## src/rtl/range_ctrl_pkg.sv

```systemverilog
package range_ctrl_pkg;
  typedef enum logic [1:0] {
    DIR_HOLD = 2'd0,
    DIR_UP   = 2'd1,
    DIR_DOWN = 2'd2,
    DIR_MID  = 2'd3
  } range_dir_e;
endpackage

```

## src/rtl/range_mag.sv

```systemverilog
module range_mag #(
  parameter int W = 10
) (
  input  logic [W-1:0] smp,
  output logic [W-1:0] mag
);
  // Unsigned result: the most negative code maps to 2^(W-1), which fits in W bits.
  always_comb begin
    if (smp[W-1]) mag = (~smp) + W'(1);
    else          mag = smp;
  end
endmodule

```

## src/rtl/range_fast_attack.sv

```systemverilog
module range_fast_attack #(
  parameter int MAG_W  = 10,
  parameter int HOLD_W = 8
) (
  input  logic              clk,
  input  logic              rst_n,
  input  logic              smp_vld,
  input  logic [MAG_W-1:0]  mag,
  input  logic [MAG_W-1:0]  cfg_immed,
  input  logic [HOLD_W-1:0] cfg_holdoff,
  output logic              fire
);
  logic [HOLD_W-1:0] hold_q, hold_d;
  logic              armed;

  always_comb begin
    armed = (hold_q == '0);
    fire  = smp_vld && armed && (mag > cfg_immed);
    if (fire)       hold_d = cfg_holdoff;
    else if (armed) hold_d = '0;
    else            hold_d = hold_q - HOLD_W'(1);
  end

  always_ff @(posedge clk or negedge rst_n) begin
    if (!rst_n) hold_q <= '0;
    else        hold_q <= hold_d;
  end
endmodule

```

## src/rtl/range_integrator.sv

```systemverilog
module range_integrator #(
  parameter int MAG_W     = 10,
  parameter int MAX_SHIFT = 7,
  parameter int SHIFT_W   = 3,
  localparam int ACC_W    = MAG_W + MAX_SHIFT
) (
  input  logic               clk,
  input  logic               rst_n,
  input  logic               smp_vld,
  input  logic               integ_en,
  input  logic [MAG_W-1:0]   mag,
  input  logic [SHIFT_W-1:0] cfg_avg_shift,
  output logic               avg_vld,
  output logic [ACC_W-1:0]   avg_val
);
  logic [ACC_W-1:0]     acc_q, acc_d, sum;
  logic [MAX_SHIFT-1:0] cnt_q, cnt_d, last_cnt;
  logic [SHIFT_W-1:0]   shift_eff;
  logic                 take, acc_en;

  always_comb begin
    shift_eff = (int'(cfg_avg_shift) > MAX_SHIFT) ? SHIFT_W'(MAX_SHIFT) : cfg_avg_shift;
    last_cnt  = MAX_SHIFT'((32'd1 << shift_eff) - 32'd1);
    take      = smp_vld && integ_en;
    sum       = acc_q + ACC_W'(mag);
    avg_vld   = take && (cnt_q == last_cnt);
    avg_val   = sum >> shift_eff;
    acc_en    = !integ_en || take;
    if (!integ_en || avg_vld) begin
      acc_d = '0;
      cnt_d = '0;
    end else begin
      acc_d = sum;
      cnt_d = cnt_q + MAX_SHIFT'(1);
    end
  end

  always_ff @(posedge clk or negedge rst_n) begin
    if (!rst_n) begin
      acc_q <= '0;
      cnt_q <= '0;
    end else if (acc_en) begin
      acc_q <= acc_d;
      cnt_q <= cnt_d;
    end
  end
endmodule

```

## src/rtl/range_att_update.sv

```systemverilog
module range_att_update
  import range_ctrl_pkg::*;
#(
  parameter int ATT_W = 8,
  parameter int MAG_W = 10,
  parameter int ACC_W = 17
) (
  input  logic [ATT_W-1:0] att_q,
  input  logic             imm_fire,
  input  logic [ATT_W-1:0] cfg_imm_step,
  input  logic             avg_vld,
  input  logic [ACC_W-1:0] avg_val,
  input  logic [MAG_W-1:0] cfg_upper,
  input  logic [MAG_W-1:0] cfg_lower,
  input  logic [ATT_W-1:0] cfg_attack,
  input  logic [ATT_W-1:0] cfg_decay,
  input  logic [ATT_W-1:0] cfg_bias,
  output logic [ATT_W-1:0] att_d,
  output range_dir_e       dir
);
  function automatic logic [ATT_W-1:0] sat_up(input logic [ATT_W-1:0] a, input logic [ATT_W-1:0] b);
    logic [ATT_W:0] s;
    s = {1'b0, a} + {1'b0, b};
    return s[ATT_W] ? '1 : s[ATT_W-1:0];
  endfunction

  function automatic logic [ATT_W-1:0] sat_dn(input logic [ATT_W-1:0] a, input logic [ATT_W-1:0] b);
    return (a < b) ? '0 : (a - b);
  endfunction

  logic [ATT_W-1:0] stage1;

  always_comb begin
    stage1 = imm_fire ? sat_up(att_q, cfg_imm_step) : att_q;
    dir    = DIR_HOLD;
    att_d  = stage1;
    if (avg_vld) begin
      if (avg_val > ACC_W'(cfg_upper)) begin
        dir   = DIR_UP;
        att_d = sat_up(stage1, cfg_attack);
      end else if (avg_val < ACC_W'(cfg_lower)) begin
        dir   = DIR_DOWN;
        att_d = sat_dn(stage1, cfg_decay);
      end else begin
        dir   = DIR_MID;
        att_d = sat_dn(stage1, cfg_bias);
      end
    end
  end
endmodule

```

## src/rtl/adc_range_ctrl.sv

```systemverilog
module adc_range_ctrl
  import range_ctrl_pkg::*;
#(
  parameter int SAMPLE_W  = 10,
  parameter int ATT_W     = 8,
  parameter int HOLD_W    = 8,
  parameter int MAX_SHIFT = 7,
  localparam int SHIFT_W  = $clog2(MAX_SHIFT + 1),
  localparam int ACC_W    = SAMPLE_W + MAX_SHIFT
) (
  input  logic                clk,
  input  logic                rst_n,
  input  logic                smp_vld,
  input  logic [SAMPLE_W-1:0] smp,
  input  logic                integ_en,
  input  logic [SHIFT_W-1:0]  cfg_avg_shift,
  input  logic [SAMPLE_W-1:0] cfg_upper,
  input  logic [SAMPLE_W-1:0] cfg_lower,
  input  logic [SAMPLE_W-1:0] cfg_immed,
  input  logic [HOLD_W-1:0]   cfg_holdoff,
  input  logic [ATT_W-1:0]    cfg_attack,
  input  logic [ATT_W-1:0]    cfg_decay,
  input  logic [ATT_W-1:0]    cfg_bias,
  input  logic [ATT_W-1:0]    cfg_imm_step,
  output logic [ATT_W-1:0]    att_reg,
  output logic [2:0]          gain_msb
);
  logic [1:0]          rst_sync_q;
  logic                rst_q_n;
  logic [SAMPLE_W-1:0] mag;
  logic                imm_fire;
  logic                avg_vld;
  logic [ACC_W-1:0]    avg_val;
  logic [ATT_W-1:0]    att_q, att_d;
  logic                att_en;
  range_dir_e          avg_dir;

  // Asynchronous assertion, release two edges later.
  always_ff @(posedge clk or negedge rst_n) begin
    if (!rst_n) rst_sync_q <= 2'b00;
    else        rst_sync_q <= {rst_sync_q[0], 1'b1};
  end
  assign rst_q_n = rst_sync_q[1];

  range_mag #(.W(SAMPLE_W)) u_mag (.smp(smp), .mag(mag));

  range_fast_attack #(.MAG_W(SAMPLE_W), .HOLD_W(HOLD_W)) u_fast (
    .clk(clk), .rst_n(rst_q_n), .smp_vld(smp_vld), .mag(mag),
    .cfg_immed(cfg_immed), .cfg_holdoff(cfg_holdoff), .fire(imm_fire)
  );

  range_integrator #(.MAG_W(SAMPLE_W), .MAX_SHIFT(MAX_SHIFT), .SHIFT_W(SHIFT_W)) u_integ (
    .clk(clk), .rst_n(rst_q_n), .smp_vld(smp_vld), .integ_en(integ_en), .mag(mag),
    .cfg_avg_shift(cfg_avg_shift), .avg_vld(avg_vld), .avg_val(avg_val)
  );

  range_att_update #(.ATT_W(ATT_W), .MAG_W(SAMPLE_W), .ACC_W(ACC_W)) u_upd (
    .att_q(att_q), .imm_fire(imm_fire), .cfg_imm_step(cfg_imm_step),
    .avg_vld(avg_vld), .avg_val(avg_val), .cfg_upper(cfg_upper), .cfg_lower(cfg_lower),
    .cfg_attack(cfg_attack), .cfg_decay(cfg_decay), .cfg_bias(cfg_bias),
    .att_d(att_d), .dir(avg_dir)
  );

  assign att_en = imm_fire || avg_vld;

  always_ff @(posedge clk or negedge rst_q_n) begin
    if (!rst_q_n)    att_q <= '0;
    else if (att_en) att_q <= att_d;
  end

  assign att_reg  = att_q;
  assign gain_msb = att_q[ATT_W-1 -: 3];
endmodule

```

## config.mk

```make
export PLATFORM = sky130hd
export DESIGN_NAME = adc_range_ctrl
export DESIGN_NICKNAME = d
export VERILOG_FILES = /design/src/rtl/range_ctrl_pkg.sv /design/src/rtl/range_mag.sv /design/src/rtl/range_fast_attack.sv /design/src/rtl/range_integrator.sv /design/src/rtl/range_att_update.sv /design/src/rtl/adc_range_ctrl.sv
export SDC_FILE = /design/constraint.sdc
export NUM_CORES = 1
export LEC_CHECK = 0
export ABC_CLOCK_PERIOD_IN_PS = 2600
export BUFFER_PORTS_ARGS = -buffer_cell sky130_fd_sc_hd__buf_2
export CAP_MARGIN = 20
export CORE_MARGIN = 5
export CORE_UTILIZATION = 63
export DETAILED_ROUTE_END_ITERATION = 10
export MAX_ROUTING_LAYER = met4
export PLACE_DENSITY = 0.88
export SYNTH_ARGS = -nofsm -noshare
export SYNTH_HDL_FRONTEND = slang
export SYNTH_SLANG_ARGS = --single-unit
```

## constraint.sdc

```tcl
create_clock -name clk -period 2.6 [get_ports clk]
set_clock_uncertainty 0.2 [all_clocks]
set_input_delay 0 -clock clk [delete_from_list [all_inputs] [get_ports clk]]
set_output_delay 0 -clock clk [all_outputs]
set_load 0.01 [all_outputs]
```

==> metrics.md, run 1 <==
| Metric | Value |
|---|---|
| Die width | `107 µm` |
| Initial Utilization | `0.642` |
| Cell variety after synth | `91` |
| Root Buffer | `clkbuf_8` |
| Routability Congestion | `1.15` |
| DP HPWL | `18900 µm` |
| Total grt overflow | `18` |
| # IOs | `98` |
| Largest net degree at the start of global routing | `41` |
| Clock buffer depth | `2` |
| Vias in the first global route | `9917` |
| Error msg | `[ERROR GRT-0116] Global routing finished with congestion. Check the congestion regions in the DRC Viewer.` |
| Exit stage | `global routing` |
| First-pass GRT wire length | `54500 µm` |
| Asr flop ratio synth | `1.00` |
| Post-synth EDFFs | `0` |
| Area after DPL | `0.00818 mm²` |
| Syn Inst Count | `743` |
| Die H | `107 µm` |
| Status | `did not finish` |
| # clock sinks | `42` |
| Sequential share of the synthesized area | `0.179` |
| Post-Syn Area | `0.00588 mm²` |
| Tot GR Track Use | `0.643` |
| Rows | `35` |
| TritonCTS buffer count | `5` |
| Net count after synthesis | `910` |
| Port Buf Inserts | `97` |
| Synth Flop Type | `dfrtp_1` |
| Ys Warns | `0` |
| Htree depth | `2` |
| Post-Syn Area per Cell | `7.91 µm²` |
| Flops & latches, synth | `42` |
## stage by stage
step,setup WS [ns],hold slack (ns),cells
2_1_floorplan,-1.82,-0.496,743
3_3_place_gp,-2.39,-0.416,1142
3_5_place_dp,-2.75,-0.414,1142
4_1_cts,-2.31,-0.103,1171
## Yosys cell counts (all sizes together) (6+ instances only)
master	n	area, µm²
nand4	13	96.3
a21oi	53	292
nand2	62	238
nor3	14	75.1
nor2	60	243
nor2b	16	100
buf	22	114
dfrtp	42	1050
clkbuf	6	22.5
o21ai	52	287
o211ai	9	86.3
mux2i	7	70.1
a22o	8	70.1
a21o	15	113
nand2b	13	81.3
o22ai	6	37.5
nand3	19	100
xnor2	33	289
o31ai	7	52.6
xor2	17	149
ha	75	938
a211oi	8	70.1
o21a	10	75.1
a31oi	8	50.1
or3	9	56.3
inv	71	267
## logic make-up after synthesis
| family | after synthesis | share of synthesized area |
|---|---|---|
| and+or+nand+nor | 234 | 0.205 |
| adders and majority gates | 80 | 0.177 |
| xor gates and xnor gates | 50 | 0.0745 |
| muxes | 12 | 0.0215 |
| AOI/OAI and AO/OA | 224 | 0.274 |
| DFF | 42 | 0.179 |
| buffers and inverters | 100 | 0.0692 |
| other | 1 | 0.000638 |
## layer usage
| layer | overflow | track usage |
|---|---|---|
| met5 | - | - |
| met4 | 8 | 0.633 |
| met3 | 0 | 0.380 |
| met2 | 10 | 0.846 |
| met1 | 0 | 0.641 |
## repair_timing
action	CTS
resized for setup	38
hold endpoints to repair	17
pin swaps	9
endpoints found under the setup margin	21
hold buffers	12
setup buffers	9
==> run 2: changes to the inputs <==
Settings changed: CORE_UTILIZATION 63 to 40, MAX_ROUTING_LAYER met4 to not set, PLACE_DENSITY 0.88 to not set, PLACE_DENSITY_LB_ADDON set to 0.15.
==> run 2 against run 1 <==
Effect of this change:
- the flow now finishes, with violations (hold timing, setup timing)
- synthesized area unchanged
- synthesized cell count unchanged
==> metrics.md, run 2 <==
| Metric | Value |
|---|---|
| Post-Syn Area | `0.00588 mm² (unchanged)` |
| CP arrival | `4.92 ns` |
| Slowest stage cell, crit path | `fa_2` |
| WS Path Type | `reg2reg` |
| Routed WL | `19700 µm` |
| Worst r2r src | `u_integ.acc_q[0]` |
| Worst setup EP type | `flop` |
| Net count after synthesis | `910 (unchanged)` |
| Share of cells above drive strength 1 | `0.413` |
| Drt drc | `0` |
| Largest net degree at the start of global routing | `41` |
| Max incr delay on CP | `0.37 ns` |
| Synth Flop Type | `dfrtp_1 (unchanged)` |
| Yosys top cell by area | `dfrtp_1 (unchanged)` |
| Flops & latches, synth | `42 (unchanged)` |
| Maximum vdd ir drop | `276 µV` |
| CP max FO | `7` |
| Syn Inst Count | `743 (unchanged)` |
| Ys Warns | `0 (unchanged)` |
| Reg-to-reg slack, setup | `-2.31 ns` |
| Tot GR Track Use | `0.222` |
| Post-Syn Area per Cell | `7.91 µm² (unchanged)` |
| Final nets | `1246` |
| Hold path depth | `4` |
| WHS Endpoint | `att_reg[0]` |
| Cell variety after synth | `91 (unchanged)` |
| Dpl cells | `1229 (was 1142)` |
| DR vias | `6701` |
| Power per Cell Area | `492 mW/mm²` |
| CTS tree | `yes` |
| Fmax | `0.204 GHz` |
| Initial DRC Count | `329` |
| Vias in the first global route | `6869` |
| Final setup fails | `10` |
| Clock slew at reported path FFs | `0.07 ns` |
| HP Class | `in2reg` |
| Initial antenna violation count | `0` |
| Most frequent cells in the layout | `buf_4, buf_2, ha_1, inv_1, nand2_1` |
| DR WL/cell | `15.6 µm` |
| Final Critical Period | `4.91 ns` |
| Routability Congestion | `0.897 (was 1.15)` |
| TritonCTS buffer count | `5 (unchanged)` |
| Slew Limit Fails | `0` |
| Relative max-transition margin | `0.619` |
| Yosys top cell area share | `0.179 (unchanged)` |
| Port Buf Inserts | `97 (unchanged)` |
| Post-synth EDFFs | `0 (unchanged)` |
| # clock sinks | `42 (unchanged)` |
| Post-route ant nets | `0` |
| DP Worst Slack | `-2.85 ns (was -2.75 ns)` |
| Status | `finished, violations left (was did not finish)` |
| Htree depth | `2 (unchanged)` |
| First-pass GRT wire length | `32700 µm` |
| Sequential share of the synthesized area | `0.179 (unchanged)` |
| Clock buffer depth | `2 (unchanged)` |
| Root Buffer | `clkbuf_16 (was clkbuf_8)` |
| Worst slew pin tran | `0.571 ns` |
| Largest cells by area after synthesis | `dfrtp_1, ha_1, xnor2_1 (unchanged)` |
| Endpoints failing hold | `1` |
| Hold_buf cts | `12 (unchanged)` |
| Failing checks | `hold timing, setup timing` |
| Reg-to-reg endpoint | `att_reg[3]` |
| Non-filler cells, final | `1264` |
| Period Utilization, post-route | `1.89` |
| Fin Hold WS | `-0.0640 ns` |
| Antenna diodes | `0` |
| Core area | `0.0145 mm²` |
| Leak | `4.50 nW` |
| Unrepaired setup endpoints after global routing | `yes` |
| Commonest non-fill, non-tap cell in the layout | `buf_4` |
| CP Launch Type | `flop` |
| Final worst slack | `-2.31 ns` |
| Commonest cells post-synth | `ha_1, inv_1, nand2_1, nor2_1, a21oi_1 (unchanged)` |
| Area of the die | `0.0172 mm²` |
| Die width | `131 µm (was 107 µm)` |
| Critical hold path startpoint | `cfg_decay[0]` |
| Worst R2R Path Depth | `25` |
| Count leader, synth | `ha_1 (unchanged)` |
| Layout area overhead | `53.6%` |
| DP HPWL | `16300 µm (was 18900 µm)` |
| Total grt overflow | `0` |
| Max-cap viol count | `0` |
| Clk_lat worst skew | `0.29 ns` |
| Largest register FFs | `17` |
| Initial Utilization | `0.406 (was 0.642)` |
| CP Data Required Time | `2.62 ns` |
| Rows | `44 (was 35)` |
| Die H | `131 µm (was 107 µm)` |
| Asr flop ratio synth | `1.00 (unchanged)` |
| Fillers | `1289` |
| Final setup TNS | `-17.93 ns` |
| Number of detailed-route iterations in the first pass | `7` |
| Drt via density | `5.30` |
| # IOs | `98 (unchanged)` |
-- run 2: power breakdown --
group          leakage, nW  total, mW  internal (mW)  switching [mW]
Sequential           0.550      0.760          0.711          0.0489
Clock               0.0664      0.660          0.360           0.300
Combinational         3.88       3.02           1.58            1.44
-- run 2: worst max-delay path: cells and delay by family, from the launching register on --
| family | cells | cell delay (ns) |
|---|---|---|
| DFF | 1 | 0.35 |
| adders and majority gates | 3 | 0.79 |
| AOI/OAI and AO/OA | 11 | 1.99 |
| buffers and inverters | 2 | 0.22 |
| and+or+nand+nor | 6 | 0.63 |
| xor gates and xnor gates | 1 | 0.21 |
| muxes | 2 | 0.45 |
-- run 2: per-layer routing --
| metal | routed length, µm | GRT usage |
|---|---|---|
| met5 | 0 | 0 |
| met4 | 603 | 0.0803 |
| met3 | 817 | 0.0359 |
| met2 | 9240 | 0.370 |
| met1 | 9040 | 0.291 |
-- run 2: cell families (layout without fill, tap and decap cells) --
| logic type | after synthesis | count (layout) | synth area share |
|---|---|---|---|
| AND/OR/NAND/NOR | 234 | 234 | 0.205 |
| AO/OA/AOI/OAI | 224 | 224 | 0.274 |
| buffers and inverters | 100 | 437 | 0.0692 |
| adder cells (fa/ha/maj) | 80 | 80 | 0.177 |
| XOR/XNOR | 50 | 50 | 0.0745 |
| flip-flops | 42 | 42 | 0.179 |
| multiplexers | 12 | 12 | 0.0215 |
| other | 1 | 1 | 0.000638 |
-- run 2: repair_timing --
item	CTS	global route
setup endpoints to repair	19	24
pin swaps	4	9
hold endpoints to repair	17	1
gates resized for setup	17	31
setup buffers	11	4
-- run 2: worst max-delay path by stage --
stage               slack [ns]    endpoint        startpoint  cells past startpoint
floorplan                -1.82  att_reg[3]            smp[0]                     25
global placement         -2.68  att_reg[4]            smp[0]                     26
detailed placement       -2.85  att_reg[3]            smp[0]                     26
CTS                      -2.24  att_reg[3]  u_integ.acc_q[0]                     25
global route             -2.58  att_reg[3]  u_integ.acc_q[0]                     25
finish                   -2.31  att_reg[3]  u_integ.acc_q[0]                     25
-- run 2: stage by stage --
step | power, mW | util | area, µm²
3_3_place_gp | 3.50 | 0.580 | 8400
6_report | 4.44 | 0.623 | 9020
5_1_grt | 4.78 | 0.623 | 9020
3_5_place_dp | 3.57 | 0.580 | 8400
4_1_cts | 4.38 | 0.610 | 8830
2_1_floorplan | 2.33 | - | 6070
-- run 2: layout make-up --
class / instances / area [µm²] / area share
inverters: 72 / 275 / 0.0305
clock inverters: 3 / 23.8 / 0.00263
multi-input cells: 601 / 4760 / 0.528
clock buffers: 5 / 125 / 0.0139
well taps: 184 / 230 / 0.0255
flip-flops and latches: 42 / 1050 / 0.116
repair buffers: 357 / 2560 / 0.283
Note: power is estimated with default switching activity, not from simulation.
==> run 3: changes to the inputs <==
Settings changed: ABC_CLOCK_PERIOD_IN_PS 2600 to 4050, PLACE_DENSITY set to 0.72, PLACE_DENSITY_LB_ADDON 0.15 to not set.
Clock period 2.6 ns to 4.05 ns, I/O delays scaled along.
==> run 3 against run 2 <==
Effect of this change:
- the flow still finishes with violations (hold timing, setup timing)
- sequential share of layout area grew 0.66 points
- utilization is 3.3 points lower
- worst hold slack improved by 0.051 ns
- maximum frequency grew 5.4%
- sequential power down 36%
- power shrank 37%
- largest power group unchanged
==> metrics.md, run 3 (synthesized netlist as in run 2, its figures left out) <==
| Metric | Value |
|---|---|
| Commonest non-fill, non-tap cell in the layout | `buf_4 (unchanged)` |
| Die width | `131 µm (unchanged)` |
| Delay-heaviest family, CP | `compound AO/OA/AOI/OAI gates (unchanged)` |
| Most frequent cells in the layout | `buf_4, buf_2, ha_1, inv_1, nand2_1 (unchanged)` |
| Clock power frac | `0.151 (was 0.149)` |
| Share of cells above drive strength 1 | `0.384 (was 0.413)` |
| HP Class | `in2reg (unchanged)` |
| DR vias | `6512 (was 6701)` |
| Crit path cell chain | `ha_4 > buf_4 > a21o_1 > and4_2 > nor2_2 > o21ai_1 > a21o_1 > a21oi_2 > xnor2_1 > mux2i_1 > a21oi_2 > buf_4 > o21a_1 > ha_1 > a21o_1 > a21oi_1 > o21ai_1 > a21oi_2 > nand2_1 > o21ai_4 > o21ai_4 > or3b_1 > a31oi_1` |
| Worst slew pin tran | `0.759 ns (was 0.571 ns)` |
| WHS Endpoint | `u_integ.acc_q[3] (was att_reg[0])` |
| Worst setup EP type | `flop (unchanged)` |
| Root Buffer | `clkbuf_16 (unchanged)` |
| Max incr delay on CP | `0.41 ns (was 0.37 ns)` |
| # clock sinks | `42 (unchanged)` |
| Hold path depth | `4 (unchanged)` |
| Drt drc | `0 (unchanged)` |
| Period Utilization, post-route | `1.15 (was 1.89)` |
| First-pass GRT wire length | `30100 µm (was 32700 µm)` |
| Tot GR Track Use | `0.201 (was 0.222)` |
| Routability Congestion | `0.951 (was 0.897)` |
| Final nets | `1186 (was 1246)` |
| Fillers | `1250 (was 1289)` |
| DP HPWL | `14300 µm (was 16300 µm)` |
| Core area | `0.0145 mm² (unchanged)` |
| Endpoints failing hold | `3 (was 1)` |
| DR WL/cell | `15.0 µm (was 15.6 µm)` |
| Clock slew at reported path FFs | `0.07 ns (about the same)` |
| Rows | `44 (unchanged)` |
| TritonCTS buffer count | `5 (unchanged)` |
| Worst setup startpoint | `u_integ.acc_q[0] (unchanged)` |
| Status | `finished, violations left (unchanged)` |
| Initial Utilization | `0.406 (unchanged)` |
| Port Buf Inserts | `97 (unchanged)` |
| Worst r2r src | `u_integ.acc_q[0] (unchanged)` |
| Switching share of power | `0.404 (was 0.402)` |
| CTS tree | `yes (unchanged)` |
| Relative max-transition margin | `0.492 (was 0.619)` |
| Htree depth | `2 (unchanged)` |
| Worst R2R Path Depth | `23 (was 25)` |
| Flop pwr share | `0.175 (was 0.171)` |
| Clk_lat worst skew | `0.30 ns (was 0.29 ns)` |
| Power Total | `2.79 mW (was 4.44 mW)` |
| Critical hold path startpoint | `smp_vld (was cfg_decay[0])` |
| Layout area overhead | `45.3% (was 53.6%)` |
| Area of the die | `0.0172 mm² (unchanged)` |
| Total grt overflow | `0 (unchanged)` |
| Initial DRC Count | `470 (was 329)` |
| Post-route ant nets | `0 (unchanged)` |
| Final worst slack | `-0.605 ns (was -2.31 ns)` |
| Final Critical Period | `4.65 ns (was 4.91 ns)` |
| Clock buffer depth | `2 (unchanged)` |
| CP Launch Type | `flop (unchanged)` |
| Worst Path Buf+Inv | `2 (unchanged)` |
| Reg-to-reg slack, setup | `-0.60 ns (was -2.31 ns)` |
| Die H | `131 µm (unchanged)` |
| Slowest stage cell, crit path | `dfrtp_1 (was fa_2)` |
| Power per Cell Area | `327 mW/mm² (was 492 mW/mm²)` |
| Slew Limit Fails | `0 (unchanged)` |
| Initial antenna violation count | `0 (unchanged)` |
| Largest net degree at the start of global routing | `41 (unchanged)` |
| Reg-to-reg endpoint | `att_reg[4] (was att_reg[3])` |
| WS Path Type | `reg2reg (unchanged)` |
| Largest register FFs | `17 (unchanged)` |
| Internal Power | `1.66 mW (was 2.65 mW)` |
| Leak | `4.16 nW (was 4.50 nW)` |
| Gate power share | `0.674 (was 0.680)` |
| Routed WL | `18000 µm (was 19700 µm)` |
| Max-cap viol count | `0 (unchanged)` |
| Fin Hold WS | `-0.0128 ns (was -0.0640 ns)` |
| Sw Pwr | `1.13 mW (was 1.79 mW)` |
| CP arrival | `4.67 ns (was 4.92 ns)` |
| Failing checks | `hold timing, setup timing (unchanged)` |
| Number of detailed-route iterations in the first pass | `5 (was 7)` |
| Unrepaired setup endpoints after global routing | `yes (unchanged)` |
| Fmax | `0.215 GHz (was 0.204 GHz)` |
| Maximum vdd ir drop | `208 µV (was 276 µV)` |
| Final setup fails | `8 (was 10)` |
| Drt via density | `5.41 (was 5.30)` |
| CP max FO | `7 (unchanged)` |
| Antenna diodes | `0 (unchanged)` |
| Vias in the first global route | `6454 (was 6869)` |
| # IOs | `98 (unchanged)` |
| CP Data Required Time | `4.06 ns (was 2.62 ns)` |
==> run 3: worst max-delay path by stage <==
stage / end / depth (start not counted) / slack, ns
after global placement: att_reg[3] / 21 / -0.95
after global routing: att_reg[1] / 24 / -0.86
final: att_reg[4] / 23 / -0.60
after floorplan: att_reg[4] / 25 / -0.38
after detailed placement: att_reg[4] / 23 / -0.98
after CTS: att_reg[4] / 24 / -0.59
==> run 3: routing by layer <==
layer  global-route usage  wire length [µm]  vias to the layer above
met5                    0                 0                        -
met4               0.0612               346                        0
met3               0.0252              1030                       28
met2                0.337              8430                      216
met1                0.269              8210                     3019
li1                     -                 -                     3249
==> run 3: through the flow <==
stage	worst slack (ns)	instance area, µm²	instances	TNS, ns	util
after detailed placement	-0.981	7880	1166	-7.68	0.544
after floorplan	-0.378	6000	743	-2.64	-
final	-0.605	8540	1204	-4.55	0.590
after global routing	-0.862	8540	1204	-6.70	0.590
after CTS	-0.587	8300	1196	-4.50	0.573
after global placement	-0.946	7880	1166	-7.37	0.544
==> run 3: worst register-to-register path, cell delays in order (launching register included) <==
cell and delay [ns]:
dfrtp_1 0.41, ha_4 0.18, buf_4 0.12, a21o_1 0.17, and4_2 0.26, nor2_2 0.14
o21ai_1 0.11, a21o_1 0.21, a21oi_2 0.15, xnor2_1 0.13, mux2i_1 0.24, a21oi_2 0.10
buf_4 0.15, o21a_1 0.20, ha_1 0.30, a21o_1 0.16, a21oi_1 0.14, o21ai_1 0.10
a21oi_2 0.12, nand2_1 0.10, o21ai_4 0.22, o21ai_4 0.13, or3b_1 0.37, a31oi_1 0.18
==> run 3: cell type report <==
type                            count  area [µm²]  area share
Multi-Input combinational cell    601        4790       0.561
Timing Repair Buffer              297        2050       0.240
Sequential cell                    42        1050       0.123
Inverter                           72         270      0.0316
Tap cell                          184         230      0.0270
Clock buffer                        5         125      0.0146
Clock inverter                      3        23.8     0.00278
==> run 3: what timing repair did <==
| action | in CTS | in global routing |
|---|---|---|
| endpoints found under the setup margin | 8 | 8 |
| setup buffers | 7 | 7 |
| pin swaps | 7 | 10 |
| gates resized for setup | 17 | 32 |
| hold buffers | 15 | 0 |
| hold endpoints to repair | 17 | 0 |
==> run 3: power by group through the flow <==
stage / Sequential (mW) / Combinational, mW / Clock, mW
after detailed placement: 0.491 / 1.69 / 0
after CTS: 0.485 / 1.77 / 0.428
after global routing: 0.492 / 2.06 / 0.445
after floorplan: 0.502 / 0.987 / 0
after global placement: 0.490 / 1.66 / 0
final: 0.487 / 1.88 / 0.422
==> run 4: changes to the inputs <==
Settings changed: SYNTH_HIERARCHICAL set to 1.
==> run 4 against run 3 <==
Effect of this change:
- the flow still finishes with violations (hold timing, setup timing)
- wire length rose by 11%
- final area rose by 5.7%
- first-iteration DRC count fell by 12%
- die area rose by 6.0%
- clock power fell by 7.3%
- maximum frequency fell by 10%
- largest cell class unchanged
- largest power group unchanged
==> metrics.md, run 4 <==
| Metric | Value |
|---|---|
| Routed WL | `20000 µm (was 18000 µm)` |
| # IOs | `98 (unchanged)` |
| Layout area overhead | `44.2% (was 45.3%)` |
| Worst slew pin tran | `0.896 ns (was 0.759 ns)` |
| Fin Hold WS | `-0.0000143 ns (was -0.0128 ns)` |
| WHS Endpoint | `u_fast/hold_q[0] (was u_integ.acc_q[3])` |
| Syn Inst Count | `763 (was 743)` |
| Area of the die | `0.0182 mm² (was 0.0172 mm²)` |
| Core area | `0.0153 mm² (was 0.0145 mm²)` |
| Power per Cell Area | `313 mW/mm² (was 327 mW/mm²)` |
| Clock buffer depth | `2 (unchanged)` |
| Root Buffer | `clkbuf_16 (unchanged)` |
| Hold path depth | `4 (unchanged)` |
| Initial antenna violation count | `0 (unchanged)` |
| TritonCTS buffer count | `5 (unchanged)` |
| Reg-to-reg endpoint | `att_reg[0] (was att_reg[4])` |
| Port Buf Inserts | `97 (unchanged)` |
| Dpl cells | `1206 (was 1166)` |
| Net count after synthesis | `927 (was 910)` |
| Slew Limit Fails | `0 (unchanged)` |
| Switching share of power | `0.417 (was 0.404)` |
| CTS tree | `yes (unchanged)` |
| Drt via density | `5.50 (was 5.41)` |
| Post-Syn Area | `0.00626 mm² (was 0.00588 mm²)` |
| Post-route ant nets | `0 (unchanged)` |
| Critical hold path startpoint | `smp_vld (unchanged)` |
| Initial DRC Count | `412 (was 470)` |
| Fmax | `0.193 GHz (was 0.215 GHz)` |
| Failing checks | `hold timing, setup timing (unchanged)` |
| Max-cap viol count | `0 (unchanged)` |
| Reg-to-reg slack, setup | `-1.13 ns (was -0.60 ns)` |
| Final Critical Period | `5.19 ns (was 4.65 ns)` |
| First-pass GRT wire length | `31400 µm (was 30100 µm)` |
| Worst R2R Path Depth | `20 (was 23)` |
| Final setup fails | `8 (unchanged)` |
| Period Utilization, post-route | `1.28 (was 1.15)` |
| WS Path Type | `in2reg (was reg2reg)` |
| Unrepaired setup endpoints after global routing | `yes (unchanged)` |
| Number of detailed-route iterations in the first pass | `5 (unchanged)` |
| Area after DPL | `0.00822 mm² (was 0.00788 mm²)` |
| Rows | `45 (was 44)` |
| DP HPWL | `15400 µm (was 14300 µm)` |
| Leak | `4.39 nW (was 4.16 nW)` |
| Clk_lat worst skew | `0.28 ns (was 0.30 ns)` |
| Flop pwr share | `0.181 (was 0.175)` |
| Drt drc | `0 (unchanged)` |
| Slowest stage cell, crit path | `or4_4 (was dfrtp_1)` |
| DR WL/cell | `16.0 µm (was 15.0 µm)` |
| Final setup TNS | `-8.49 ns (was -4.55 ns)` |
| CP arrival | `5.16 ns (was 4.67 ns)` |
| Tot GR Track Use | `0.204 (was 0.201)` |
| Internal Power | `1.65 mW (was 1.66 mW)` |
| Maximum vdd ir drop | `153 µV (was 208 µV)` |
| Sw Pwr | `1.18 mW (was 1.13 mW)` |
| DR vias | `6847 (was 6512)` |
| Final nets | `1196 (was 1186)` |
| Fillers | `1289 (was 1250)` |
| Non-filler cells, final | `1244 (was 1204)` |
| Cell mode on critical path | `a21o_1` |
| Htree depth | `2 (unchanged)` |
| Initial Utilization | `0.410 (was 0.406)` |
| Endpoints failing hold | `1 (was 3)` |
| CP Data Required Time | `4.02 ns (was 4.06 ns)` |
| Most frequent cells in the layout | `buf_4, buf_2, inv_1, ha_1, nand2_1 (was buf_4, buf_2, ha_1, inv_1, nand2_1)` |
| Largest register FFs | `17 (unchanged)` |
| Post-Syn Area per Cell | `8.20 µm² (was 7.91 µm²)` |
| Max incr delay on CP | `0.57 ns (was 0.41 ns)` |
| DP Worst Slack | `-1.53 ns (was -0.981 ns)` |
| Worst r2r src | `u_integ/acc_q[0] (was u_integ.acc_q[0])` |
| Ys Warns | `6 (was 0)` |
| Crit path cell chain | `buf_6 > or4_4 > o41ai_4 > xnor2_1 > ha_1 > a211oi_2 > o21bai_2 > a21oi_4 > nor2_2 > a21o_1 > mux4_2 > mux2_4 > ha_4 > a21o_1 > a21o_1 > a211oi_2 > a311o_1 > a211o_1 > or2_1 > o22ai_1 > nor2_1 > mux2_2 (was ha_4 > buf_4 > a21o_1 > and4_2 > nor2_2 > o21ai_1 > a21o_1 > a21oi_2 > xnor2_1 > mux2i_1 > a21oi_2 > buf_4 > o21a_1 > ha_1 > a21o_1 > a21oi_1 > o21ai_1 > a21oi_2 > nand2_1 > o21ai_4 > o21ai_4 > or3b_1 > a31oi_1)` |
| # clock sinks | `42 (unchanged)` |
| Commonest non-fill, non-tap cell in the layout | `buf_4 (unchanged)` |
| Die H | `135 µm (was 131 µm)` |
| Share of cells above drive strength 1 | `0.389 (was 0.384)` |
| Routability Congestion | `0.942 (was 0.951)` |
| Gate power share | `0.681 (was 0.674)` |
| Status | `finished, violations left (unchanged)` |
| Die width | `135 µm (was 131 µm)` |
| Relative max-transition margin | `0.402 (was 0.492)` |
| Largest net degree at the start of global routing | `41 (unchanged)` |
| Final Cell Area | `0.00903 mm² (was 0.00854 mm²)` |
| Antenna diodes | `0 (unchanged)` |
| Total grt overflow | `0 (unchanged)` |
| CP max FO | `5 (was 7)` |
| Clock slew at reported path FFs | `0.06 ns (was 0.07 ns)` |
| CP Launch Type | `primary input (was flop)` |
| Clock power frac | `0.138 (was 0.151)` |
| Final worst slack | `-1.14 ns (was -0.605 ns)` |
| HP Class | `in2reg (unchanged)` |
| Worst setup EP type | `flop (unchanged)` |
| Vias in the first global route | `6821 (was 6454)` |
run 4: final cells by class:
class                   count  area [µm²]  area share
multi-input cells         609        5230       0.579
repair buffers            295        2040       0.226
flip-flops and latches     42        1050       0.117
clock inverters             2        13.8     0.00152
clock buffers               6         129      0.0143
well taps                 211         264      0.0292
inverters                  79         299      0.0331
run 4: stage by stage:
stage / utilization / power, mW
global route: 0.592 / 3.01
floorplan: - / 1.49
detailed placement: 0.539 / 2.14
CTS: 0.574 / 2.63
global placement: 0.539 / 2.11
finish: 0.592 / 2.83
run 4: power groups by stage:
stage	sequential, mW	clock, mW	combinational, mW
global route	0.516	0.416	2.08
finish	0.510	0.391	1.92
global placement	0.509	0	1.60
detailed placement	0.507	0	1.63
CTS	0.504	0.398	1.73
floorplan	0.489	0	1.01
run 4: worst max-delay path by stage:
stage                     slack (ns)   start  cells past startpoint         end
after floorplan                -1.09  smp[0]                     24  att_reg[0]
after global placement         -1.41  smp[0]                     23  att_reg[0]
after detailed placement       -1.53  smp[1]                     26  att_reg[0]
after CTS                      -1.11  smp[1]                     24  att_reg[0]
after global routing           -1.26  smp[0]                     22  att_reg[7]
final                          -1.14  smp[0]                     22  att_reg[0]
run 4: metal layers:
metal | wire, µm | up-vias | global-route usage
li1 | - | 3357 | -
met1 | 8510 | 3232 | 0.256
met2 | 10100 | 223 | 0.374
met3 | 1000 | 35 | 0.0250
met4 | 331 | 0 | 0.0442
met5 | 0 | - | 0
run 4: repair_timing:
item,4_1_cts,5_1_grt
setup buffers,5,6
pin swaps,36,31
endpoints found under the hold margin,11,0
hold buffers,19,0
setup endpoints to repair,8,8
resized for setup,39,47
run 4: worst max-delay path: cells and delay by family:
family / cells / cell delay, ns
buf+inv: 1 / 0.10
compound gates: 11 / 2.26
simple gates: 4 / 1.00
xor+xnor: 1 / 0.18
mux: 3 / 1.03
fa+ha+maj: 2 / 0.57
